==> src/rtl/cpu16_core.sv <==
module cpu16_core #(
  parameter int PC_W   = 15,
  parameter int ADDR_W = 15
) (
  input  logic              clk,
  input  logic              rst_n,
  output logic [PC_W-1:0]   rom_addr,
  input  logic [15:0]       instr,
  output logic [ADDR_W-1:0] mem_addr,
  input  logic [15:0]       mem_rdata,
  output logic [15:0]       mem_wdata,
  output logic              mem_we
);

  logic [PC_W-1:0] pc_q;
  logic [15:0]     a_q, d_q;

  logic        is_cmp;
  logic [5:0]  fn;
  logic [15:0] opx, opy, x0, x1, y0, y1, raw, res;
  logic        res_zero, res_neg, take;

  assign is_cmp = instr[15];
  assign fn     = instr[11:6];

  assign opx = d_q;
  assign opy = instr[12] ? mem_rdata : a_q;
  assign x0  = fn[5] ? 16'h0000 : opx;
  assign x1  = fn[4] ? ~x0 : x0;
  assign y0  = fn[3] ? 16'h0000 : opy;
  assign y1  = fn[2] ? ~y0 : y0;
  assign raw = fn[1] ? (x1 + y1) : (x1 & y1);
  assign res = fn[0] ? ~raw : raw;

  assign res_zero = (res == 16'h0000);
  assign res_neg  = res[15];
  assign take = is_cmp & ((instr[2] & res_neg) | (instr[1] & res_zero) |
                          (instr[0] & ~res_neg & ~res_zero));

  assign rom_addr  = pc_q;
  assign mem_addr  = a_q[ADDR_W-1:0];
  assign mem_wdata = res;
  assign mem_we    = is_cmp & instr[3];

  always_ff @(posedge clk) begin
    if (!rst_n) begin
      pc_q <= '0;
      a_q  <= '0;
      d_q  <= '0;
    end else begin
      pc_q <= take ? a_q[PC_W-1:0] : pc_q + 1'b1;
      if (!is_cmp)        a_q <= {1'b0, instr[14:0]};
      else if (instr[5])  a_q <= res;
      if (is_cmp && instr[4]) d_q <= res;
    end
  end


  const_load_chk: assert property (@(posedge clk) disable iff (!rst_n)
    !instr[15] |=> a_q == {1'b0, $past(instr[14:0])});


  dreg_write_chk: assert property (@(posedge clk) disable iff (!rst_n)
    (instr[15] && instr[4]) |=> d_q == $past(res));


  jump_target_chk: assert property (@(posedge clk) disable iff (!rst_n)
    take |=> pc_q == $past(a_q[PC_W-1:0]));


  pc_step_chk: assert property (@(posedge clk) disable iff (!rst_n)
    (instr[15] && instr[2:0] == 3'b000) |=> pc_q == $past(pc_q) + 1'b1);


  we_hold_chk: assert property (@(posedge clk) disable iff (!rst_n)
    (!instr[15] && $past(rst_n)) |-> !mem_we);

endmodule

==> config.mk <==
export PLATFORM = sky130hd
export DESIGN_NAME = cpu16_core
export DESIGN_NICKNAME = d
export VERILOG_FILES = /design/src/rtl/cpu16_core.sv
export SDC_FILE = /design/constraint.sdc
export NUM_CORES = 1
export LEC_CHECK = 0
export BUFFER_PORTS_ARGS = -buffer_cell sky130_fd_sc_hd__buf_2
export CORE_MARGIN = 2
export CORE_UTILIZATION = 48
export DETAILED_ROUTE_END_ITERATION = 6
export PLACE_DENSITY_LB_ADDON = 0.25
export SKIP_LAST_GASP = 1
export SLEW_MARGIN = 20
export SYNTH_ARGS = -nofsm -noshare
export SYNTH_HDL_FRONTEND = slang
export SYNTH_SLANG_ARGS = --single-unit
==> constraint.sdc <==
create_clock -name clk -period 4.6 [get_ports clk]
set_clock_uncertainty 0.15 [all_clocks]
set_input_delay 0.23 -clock clk [delete_from_list [all_inputs] [get_ports clk]]
set_output_delay 0.23 -clock clk [all_outputs]
set_load 0.005 [all_outputs]
==> flow_summary_export.csv, run 1 <==
group,metric,value,unit
timing,tightest_slew,1.026,ns
final_layout,final_area,0.004982,sq mm
pwr,vdd_drop_max,190.7,uV
timing,post-route-period-util,0.9189,
drt,drtPass1Iterations,4,
global_routing,grt_pass1_vias,3805,
final_layout,layoutNonFillerInstCount,728,
setup_path,critPathMostFrequentCell,"mux2i_1",
logic_synthesis,yosysWarnings,0,
drt,drt_iter0_drc,183,
logic_synthesis,synthTopCellsByArea,"dfxtp_1, mux2i_1, nand2_1",
setup_path,slowest_stage,"fa_1",
logic_synthesis,ys_seq_area_frac,0.2112,
logic_synthesis,synth.distinct_cells,63,
setup_path,critPathCapture,"rom_addr[13]",
setup_path,worstPathRequired,4.65,ns
drt,via_count,4148,
logic_synthesis,synthCells,567,
timing,hold_viol,0,
setup_path,cp-end-kind,"flop",
clocking,clk_pin_slew,0.10,ns
setup_path,path_buf_inv,1,
timing,relSlewSlack,0.3158,
floorplan,die_y,100.3,microns
global_routing,antenna_found_initial,0,
logic_synthesis,synth_most_common_cell,"nand2_1",
logic_synthesis,ys_ff_latch,47,
setup_path,critPathMaxStageDelay,0.42,ns
clocking,h-tree-depth,2,
final_layout,drive_above_1_share,0.1896,
clocking,cts-root-buf,"clkbuf_8",
placed_design,place_hpwl,8804,microns
logic_synthesis,postSynthAreaPerCell,7.858,sq um
global_routing,grt_max_degree,63,
logic_synthesis,synth-edff-count,0,
drt,vias_per_cell,5.698,
timing,whs,0.01260,ns
setup_path,cp-start-kind,"flop",
floorplan,row_count,35,
global_routing,grt_pass1_wl,19260,microns
drt,route.met3.wl,660,microns
run,drv_cap,0,
timing,finalSetupViolations,0,
setup_path,r2r-start,"a_q[0]",
placed_design,port_buffers,80,
floorplan,num_io_pins,81,
setup_path,ff2ff_setup_slack,0.37,ns
placed_design,place_area,0.004835,sq mm
drt,top_layer_used,"met4",
clocking,numCtsBuffers,5,
final_layout,syn2layout_area_growth,11.82,%
setup_path,worst-path-stages,16,
timing,fin_setup_tns,0,ns
drt,wirelength,11720,microns
pwr,p_per_area,318.3,mW/mm^2
floorplan,fp.coreArea,0.009109,sq mm
global_routing,globalRouteOverflowTotal,0,
floorplan,dieArea,0.01007,sq mm
setup_path,worstSetupPathType,"flop to flop",
setup_path,crit_arrival,4.27,ns
clocking,clock_path_buffers,2,
placed_design,place_inst,718,
final_layout,post-route-util,0.5470,
pwr,p_leak,2.293,nW
clocking,clkLatencyLatePin,0.31,ns
logic_synthesis,synth_top_area_frac,0.2112,
clocking,cts_tree,"yes",
logic_synthesis,syn-cell-area,0.004456,sq mm
final_layout,finalNetCount,668,
drt,wl_met1,5529,microns
drt,ant_nets,0,
setup_path,r2r_end,"rom_addr[13]",
logic_synthesis,ys_top_cells_by_count,"nand2_1, mux2i_1, dfxtp_1",
setup_path,cp_top_family,"compound AO/OA/AOI/OAI gates",
final_layout,antennaDiodeCount,0,
global_routing,grt_use_total,0.2355,
placed_design,gp_congestion,0.8829,
setup_path,cp_cell_sequence,"mux2i_1 > nor2_1 > xor2_1 > ha_1 > fa_1 > a21oi_1 > o21ai_0 > a21oi_1 > xnor3_1 > a2111oi_1 > nand4_1 > nor4b_4 > mux2i_1 > a21oi_4 > buf_12 > mux2i_1",
clocking,cts_sinks,47,
drt,wl_met2,5389,microns
timing,fmax,236.6,MHz
status,status,"completed",
floorplan,start_util,0.4891,
timing,rsz0062_at_grt,"false",
logic_synthesis,async_flop_share,0,
logic_synthesis,synth_fp_nets,619,
pwr,power,1.586,mW
logic_synthesis,synth-main-ff-cell,"dfxtp_1",
timing,worst_slack,0.3733,ns
drt,drc,0,
drt,routedWlPerCell,16.09,microns
setup_path,critPathLaunch,"a_q[0]",
timing,drv_slew,0,
hold_path,worstHoldPathType,"input port to flop",
setup_path,crit_fanout,14,
placed_design,pre_cts_ws,0.03790,ns
floorplan,die_x,100.3,microns
setup_path,reg2regPathDepth,16,
timing,fin_crit,4.227,ns
logic_synthesis,synth_largest_area_cell,"dfxtp_1",
==> cells by family after synthesis <==
family,count (synthesis),synth area share
xor gates and xnor gates,64,0.1306
AOI/OAI and AO/OA,107,0.1873
buffers and inverters,68,0.07386
adders and majority gates,18,0.05223
DFF,47,0.2112
and+or+nand+nor,211,0.2280
muxes,52,0.1168
==> cell type report <==
class / count / area (sq um)
Timing Repair Buffer: 99 / 558.0
Multi-Input combinational cell: 452 / 3187
Sequential cell: 47 / 940.9
Clock inverter: 3 / 47.55
Inverter: 11 / 41.29
Fill cell: 921 / 4126
Clock buffer: 5 / 68.82
Tap cell: 111 / 138.9
==> cells in the final DEF (no fill, tap or decap), types with 18 or more instances in the layout <==
| master | count |
|---|---|
| a21oi_1 | 20 |
| buf_2 | 80 |
| dfxtp_1 | 47 |
| mux2i_1 | 52 |
| nand2_1 | 93 |
| nand2b_1 | 18 |
| nor2_1 | 37 |
| xnor2_1 | 39 |
| xor2_1 | 23 |
==> power by group <==
part	switching [mW]	internal, mW	total, mW
Sequential	0.0371	0.445	0.482
Combinational	0.441	0.343	0.784
Clock	0.155	0.165	0.320
==> layer usage <==
layer | up-vias | global-route usage
li1 | 2053 | -
met1 | 1961 | 0.3301
met4 | 0 | 0.04847
met2 | 120 | 0.3836
met3 | 14 | 0.03691
met5 | - | 0
==> repair_timing <==
| item | CTS | global route |
|---|---|---|
| hold endpoints to repair | 1 | 0 |
| setup endpoints to repair | 0 | 15 |
| gates resized for setup | 0 | 1 |
| setup buffers | 0 | 1 |
| hold buffers | 1 | 0 |
==> worst reg2reg max path, delay by kind of cell (launching register included) <==
kind / cells / cell delay (ns)
XOR/XNOR: 2 / 0.41
AND/OR/NAND/NOR: 3 / 0.55
multiplexers: 3 / 0.60
adder cells (fa/ha/maj): 2 / 0.64
AO/OA/AOI/OAI: 5 / 1.21
buffers and inverters: 1 / 0.17
flip-flops: 1 / 0.38
==> worst min-delay path by stage <==
| stage | start | end | cells after the start |
|---|---|---|---|
| global placement | d_q[7] | d_q[7] | 2 |
| finish | instr[13] | a_q[13] | 2 |
| global route | instr[13] | a_q[13] | 2 |
| CTS | instr[0] | a_q[0] | 2 |
| detailed placement | d_q[14] | d_q[14] | 2 |
| floorplan | instr[0] | a_q[0] | 1 |
==> sequential cells by signal, summed over array words and instances (netlist names) <==
register and flops:
rom_addr 15, a_q 16, d_q 16
(Power assumes the default switching activity.)
==> inputs of run 2 (changes only) <==
CELL_PAD_IN_SITES_DETAIL_PLACEMENT = 1   (was default)
CELL_PAD_IN_SITES_GLOBAL_PLACEMENT = 2   (was default)
CORE_UTILIZATION = 30   (was 48)
==> flow_summary_export.csv, run 2 (synthesis gave the netlist of run 1 again) <==
group,metric,value,unit
setup_path,cp_cell_sequence,"mux2i_1 > nor2_1 > xor2_1 > ha_1 > fa_1 > a21oi_1 > o21ai_0 > a21oi_1 > xnor3_1 > a2111oi_0 > nand4_1 > nor4b_4 > mux2i_1 > a21oi_4 > buf_12 > mux2i_1",
final_layout,multi_input_area,0.003186,sq mm
pwr,p_leak,2.334,nW
drt,drtPass1Iterations,4,
clocking,cts_tree,"yes",
timing,relSlewSlack,0.4607,
drt,via_count,4140,
setup_path,r2r-start,"a_q[0]",
pwr,power,1.693,mW
final_layout,fillCellCount,1858,
timing,hold_viol,0,
final_layout,final-seq-area,940.9,sq um
clocking,cts_resized,0,
placed_design,port_buffers,80,
global_routing,globalRouteOverflowTotal,0,
clocking,cts_hold_buf,0,
drt,wirelength,14560,microns
placed_design,pre_cts_ws,-0.06501,ns
global_routing,grt_use_total,0.1824,
floorplan,row_count,44,
timing,whs,0.03121,ns
hold_path,worstHoldPathType,"input port to flop",
floorplan,start_util,0.3066,
final_layout,final_cell_mix,"nand2_1, buf_2, mux2i_1, dfxtp_1, xnor2_1",
global_routing,antenna_found_initial,1,
timing,tightest_slew,0.8089,ns
pwr,vdd_drop_max,142.1,uV
floorplan,dieArea,0.01584,sq mm
setup_path,critPathMostFrequentCell,"mux2i_1",
setup_path,slowest_stage,"fa_1",
timing,drv_slew,0,
drt,vias_per_cell,5.136,
setup_path,worstPathRequired,4.63,ns
timing,fin_crit,4.248,ns
global_routing,grt_pass1_wl,23380,microns
placed_design,place_hpwl,11170,microns
floorplan,fp.coreArea,0.01453,sq mm
timing,post-route-period-util,0.9235,
final_layout,finalNetCount,673,
clocking,cts_setup_buffers,0,
setup_path,cp_top_family,"compound AO/OA/AOI/OAI gates",
run,drv_cap,0,
setup_path,path_buf_inv,1,
setup_path,crit_arrival,4.28,ns
drt,drc,0,
pwr,p_per_area,329.1,mW/mm^2
clocking,h-tree-depth,2,
setup_path,worstSetupPathType,"flop to flop",
final_layout,drive_above_1_share,0.1961,
clocking,numCtsBuffers,5,
global_routing,grt_max_degree,63,
placed_design,gp_congestion,0.8079,
status,status,"completed",
setup_path,critPathLaunch,"a_q[0]",
timing,worst_slack,0.3519,ns
drt,drt_iter0_drc,210,
clocking,cts-root-buf,"clkbuf_16",
clocking,cts_sinks,47,
timing,finalSetupViolations,0,
setup_path,ff2ff_setup_slack,0.35,ns
floorplan,die_x,125.9,microns
final_layout,layout_commonest_cell,"nand2_1",
final_layout,syn2layout_area_growth,15.47,%
setup_path,critPathMaxStageDelay,0.40,ns
final_layout,antennaDiodeCount,0,
clocking,clk_pin_slew,0.07,ns
clocking,clkLatencyLatePin,0.29,ns
setup_path,crit_fanout,15,
timing,rsz0062_at_grt,"false",
setup_path,cp-start-kind,"flop",
floorplan,die_y,125.9,microns
setup_path,cp-end-kind,"flop",
floorplan,num_io_pins,81,
drt,ant_nets,0,
timing,fmax,235.4,MHz
hold_path,worstHoldStart,"instr[13]",
clocking,clock_path_buffers,2,
global_routing,grt_pass1_vias,4244,
drt,routedWlPerCell,18.07,microns
-- run 2: power breakdown --
group          switching (mW)  total [mW]  internal (mW)
logic                   0.473       0.828          0.356
clock network           0.164       0.382          0.218
registers              0.0379       0.483          0.445
-- run 2: area by class of cell --
class | count | area share
multi-input combinational | 452 | 0.6192
sequential | 47 | 0.1829
timing repair buffer | 104 | 0.1158
tap | 184 | 0.04475
clock buffer | 7 | 0.02772
inverter | 11 | 0.008025
clock inverter | 1 | 0.001702
-- run 2: final timing paths --
kind / end / cells after the start
worst max-delay path: rom_addr[5] / 16
worst min-delay path: a_q[13] / 2
worst max register to register: rom_addr[5] / 16
worst min register to register: d_q[7] / 2
-- run 2: metrics by stage --
step / area [sq um] / setup TNS (ns) / std cells / util
final: 5145 / 0 / 806 / 0.3540
after global routing: 5145 / 0 / 806 / 0.3540
after CTS: 5122 / 0 / 805 / 0.3524
after detailed placement: 4971 / -0.6942 / 797 / 0.3420
after global placement: 4971 / 0 / 797 / 0.3420
after floorplan: 4458 / 0 / 567 / -
-- run 2: per-layer routing --
metal  track usage  vias up  wire (microns)
met2        0.3002       62            6753
met1        0.2580     2009            7270
met4       0.03297        2              75
li1              -     2061               -
met3       0.02506        6             451
met5             0        -              13
-- run 2: worst register-to-register path, stage by stage (launching register included) --
cell and delay [ns]:
dfxtp_1 0.36, mux2i_1 0.16, nor2_1 0.07, xor2_1 0.15, ha_1 0.22, fa_1 0.40, a21oi_1 0.28, o21ai_0 0.21
a21oi_1 0.28, xnor3_1 0.26, a2111oi_0 0.40, nand4_1 0.20, nor4b_4 0.28, mux2i_1 0.31, a21oi_4 0.09, buf_12 0.17
mux2i_1 0.13
==> inputs of run 3 (changes only) <==
CELL_PAD_IN_SITES_DETAIL_PLACEMENT = 0   (was 1)
==> flow_summary_export.csv, run 3 (synthesis gave the netlist of run 1 again) <==
group,metric,value,unit
drt,via_count,4107,
global_routing,grt_pass1_wl,22090,microns
final_layout,finalNetCount,673,
floorplan,die_y,125.9,microns
setup_path,r2r-start,"a_q[4]",
global_routing,globalRouteOverflowTotal,0,
global_routing,grt_use_total,0.1715,
clocking,h-tree-depth,2,
setup_path,worstSetupPathType,"flop to flop",
placed_design,gp_congestion,0.8079,
timing,post-route-period-util,0.9093,
floorplan,start_util,0.3066,
placed_design,place_area,0.004971,sq mm
timing,finalSetupViolations,0,
setup_path,worstPathRequired,4.63,ns
global_routing,grt_max_degree,63,
final_layout,syn2layout_area_growth,15.50,%
global_routing,grt_pass1_vias,3931,
timing,hold_viol,0,
setup_path,cp_top_family,"compound AO/OA/AOI/OAI gates",
floorplan,fp.coreArea,0.01453,sq mm
final_layout,multi_input_area,0.003197,sq mm
drt,vias_per_cell,5.096,
final_layout,final_cell_mix,"nand2_1, buf_2, mux2i_1, dfxtp_1, xnor2_1",
clocking,cts_hold_buf,0,
setup_path,critPathLaunch,"a_q[4]",
timing,rsz0062_at_grt,"false",
setup_path,path_buf_inv,1,
timing,fmax,239.1,MHz
floorplan,num_io_pins,81,
clocking,cts_tree,"yes",
clocking,clock_path_buffers,2,
timing,tightest_slew,0.7986,ns
placed_design,place_hpwl,10290,microns
hold_path,min_to,"a_q[14]",
setup_path,crit_fanout,15,
setup_path,cp_cell_sequence,"mux2i_1 > nor2_1 > xor2_1 > ha_1 > a211oi_4 > o21ai_0 > a21oi_1 > xnor3_1 > a2111oi_0 > nand4_1 > nor4b_4 > mux2i_1 > a21oi_4 > buf_12 > mux2i_1",
timing,relSlewSlack,0.4676,
hold_path,worstHoldStart,"instr[14]",
setup_path,critPathMaxStageDelay,0.45,ns
final_layout,final_area,0.005146,sq mm
clocking,cts_sinks,47,
floorplan,die_x,125.9,microns
setup_path,slowest_stage,"a2111oi_0",
setup_path,r2r_end,"rom_addr[7]",
timing,fin_setup_tns,0,ns
final_layout,antennaDiodeCount,0,
setup_path,cp-end-kind,"flop",
timing,drv_slew,0,
drt,wirelength,13630,microns
final_layout,final-seq-area,940.9,sq um
placed_design,port_buffers,80,
clocking,clk_pin_slew,0.07,ns
floorplan,row_count,44,
final_layout,fillCellCount,1578,
global_routing,antenna_found_initial,0,
final_layout,drive_above_1_share,0.1977,
clocking,numCtsBuffers,5,
drt,drt_iter0_drc,240,
hold_path,hold_depth,2,
setup_path,critPathMostFrequentCell,"mux2i_1",
drt,routedWlPerCell,16.91,microns
setup_path,reg2regPathDepth,15,
floorplan,dieArea,0.01584,sq mm
timing,fin_crit,4.183,ns
run,drv_cap,0,
pwr,vdd_drop_max,136.9,uV
setup_path,cp-start-kind,"flop",
pwr,p_leak,2.329,nW
hold_path,worstHoldPathType,"input port to flop",
clocking,cts-root-buf,"clkbuf_16",
drt,ant_nets,0,
drt,drc,0,
drt,drtPass1Iterations,4,
setup_path,crit_arrival,4.22,ns
final_layout,layout_commonest_cell,"nand2_1",
pwr,p_per_area,324.8,mW/mm^2
setup_path,ff2ff_setup_slack,0.42,ns
clocking,clkLatencyLatePin,0.29,ns
status,status,"completed",
## run 3: cell types whose count changed in the layout (fill, tap and decap cells not counted), sizes merged
cell / previous run / this run
clkbuf: 7 / 6
clkinvlp: 0 / 1
## run 3: per-layer routing
layer  track usage  part of all wire  vias up
li1              -                 -     2063
met1        0.2538              0.51     1949
met2        0.2700              0.44       90
met3       0.02421             0.042        5
met4       0.02715            0.0062        0
met5             0                 0        -
## run 3: worst reg2reg max path, cell delays in order, from the launching register on
cell and delay (ns):
dfxtp_1 0.41, mux2i_1 0.10, nor2_1 0.12, xor2_1 0.21, ha_1 0.39, a211oi_4 0.32
o21ai_0 0.20, a21oi_1 0.28, xnor3_1 0.25, a2111oi_0 0.45, nand4_1 0.21, nor4b_4 0.27
mux2i_1 0.31, a21oi_4 0.09, buf_12 0.17, mux2i_1 0.13
## run 3: report_power, final
group / internal [mW] / switching (mW) / total, mW
registers: 0.445 / 0.0370 / 0.482
clock network: 0.201 / 0.165 / 0.366
logic: 0.357 / 0.465 / 0.823
## run 3: final cells by class
| cell class | count | share of cell area |
|---|---|---|
| tap | 184 | 0.04474 |
| sequential | 47 | 0.1828 |
| clock buffer | 6 | 0.02504 |
| multi-input combinational | 452 | 0.6212 |
| timing repair buffer | 104 | 0.1157 |
| clock inverter | 2 | 0.002431 |
| inverter | 11 | 0.008023 |
## run 3: metrics by stage
stage                     std cells  setup slack, ns  hold slack, ns  utilization  power, mW
after detailed placement        797          -0.1171          0.3123       0.3420      1.302
final                           806           0.4173         0.02861       0.3541      1.671
after global routing            806          0.06559         0.02385       0.3541      1.788
after CTS                       806           0.2758         0.02450       0.3531      1.682
after floorplan                 567           0.1087          0.2178            -      1.039
after global placement          797          0.07971          0.3046       0.3420      1.301
## run 3: worst max-delay path by stage
| stage | to | slack [ns] | cells after the start |
|---|---|---|---|
| after floorplan | rom_addr[10] | 0.11 | 16 |
| after global placement | rom_addr[5] | 0.08 | 16 |
| after detailed placement | rom_addr[14] | -0.12 | 16 |
| after CTS | rom_addr[14] | 0.28 | 16 |
| after global routing | rom_addr[4] | 0.07 | 15 |
| final | rom_addr[7] | 0.42 | 15 |
## run 3: timing repair
action,4_1_cts,5_1_grt
gates cloned,0,0
setup endpoints to repair,9,15
pin swaps,1,0
setup buffers,1,0
resized for setup,0,2
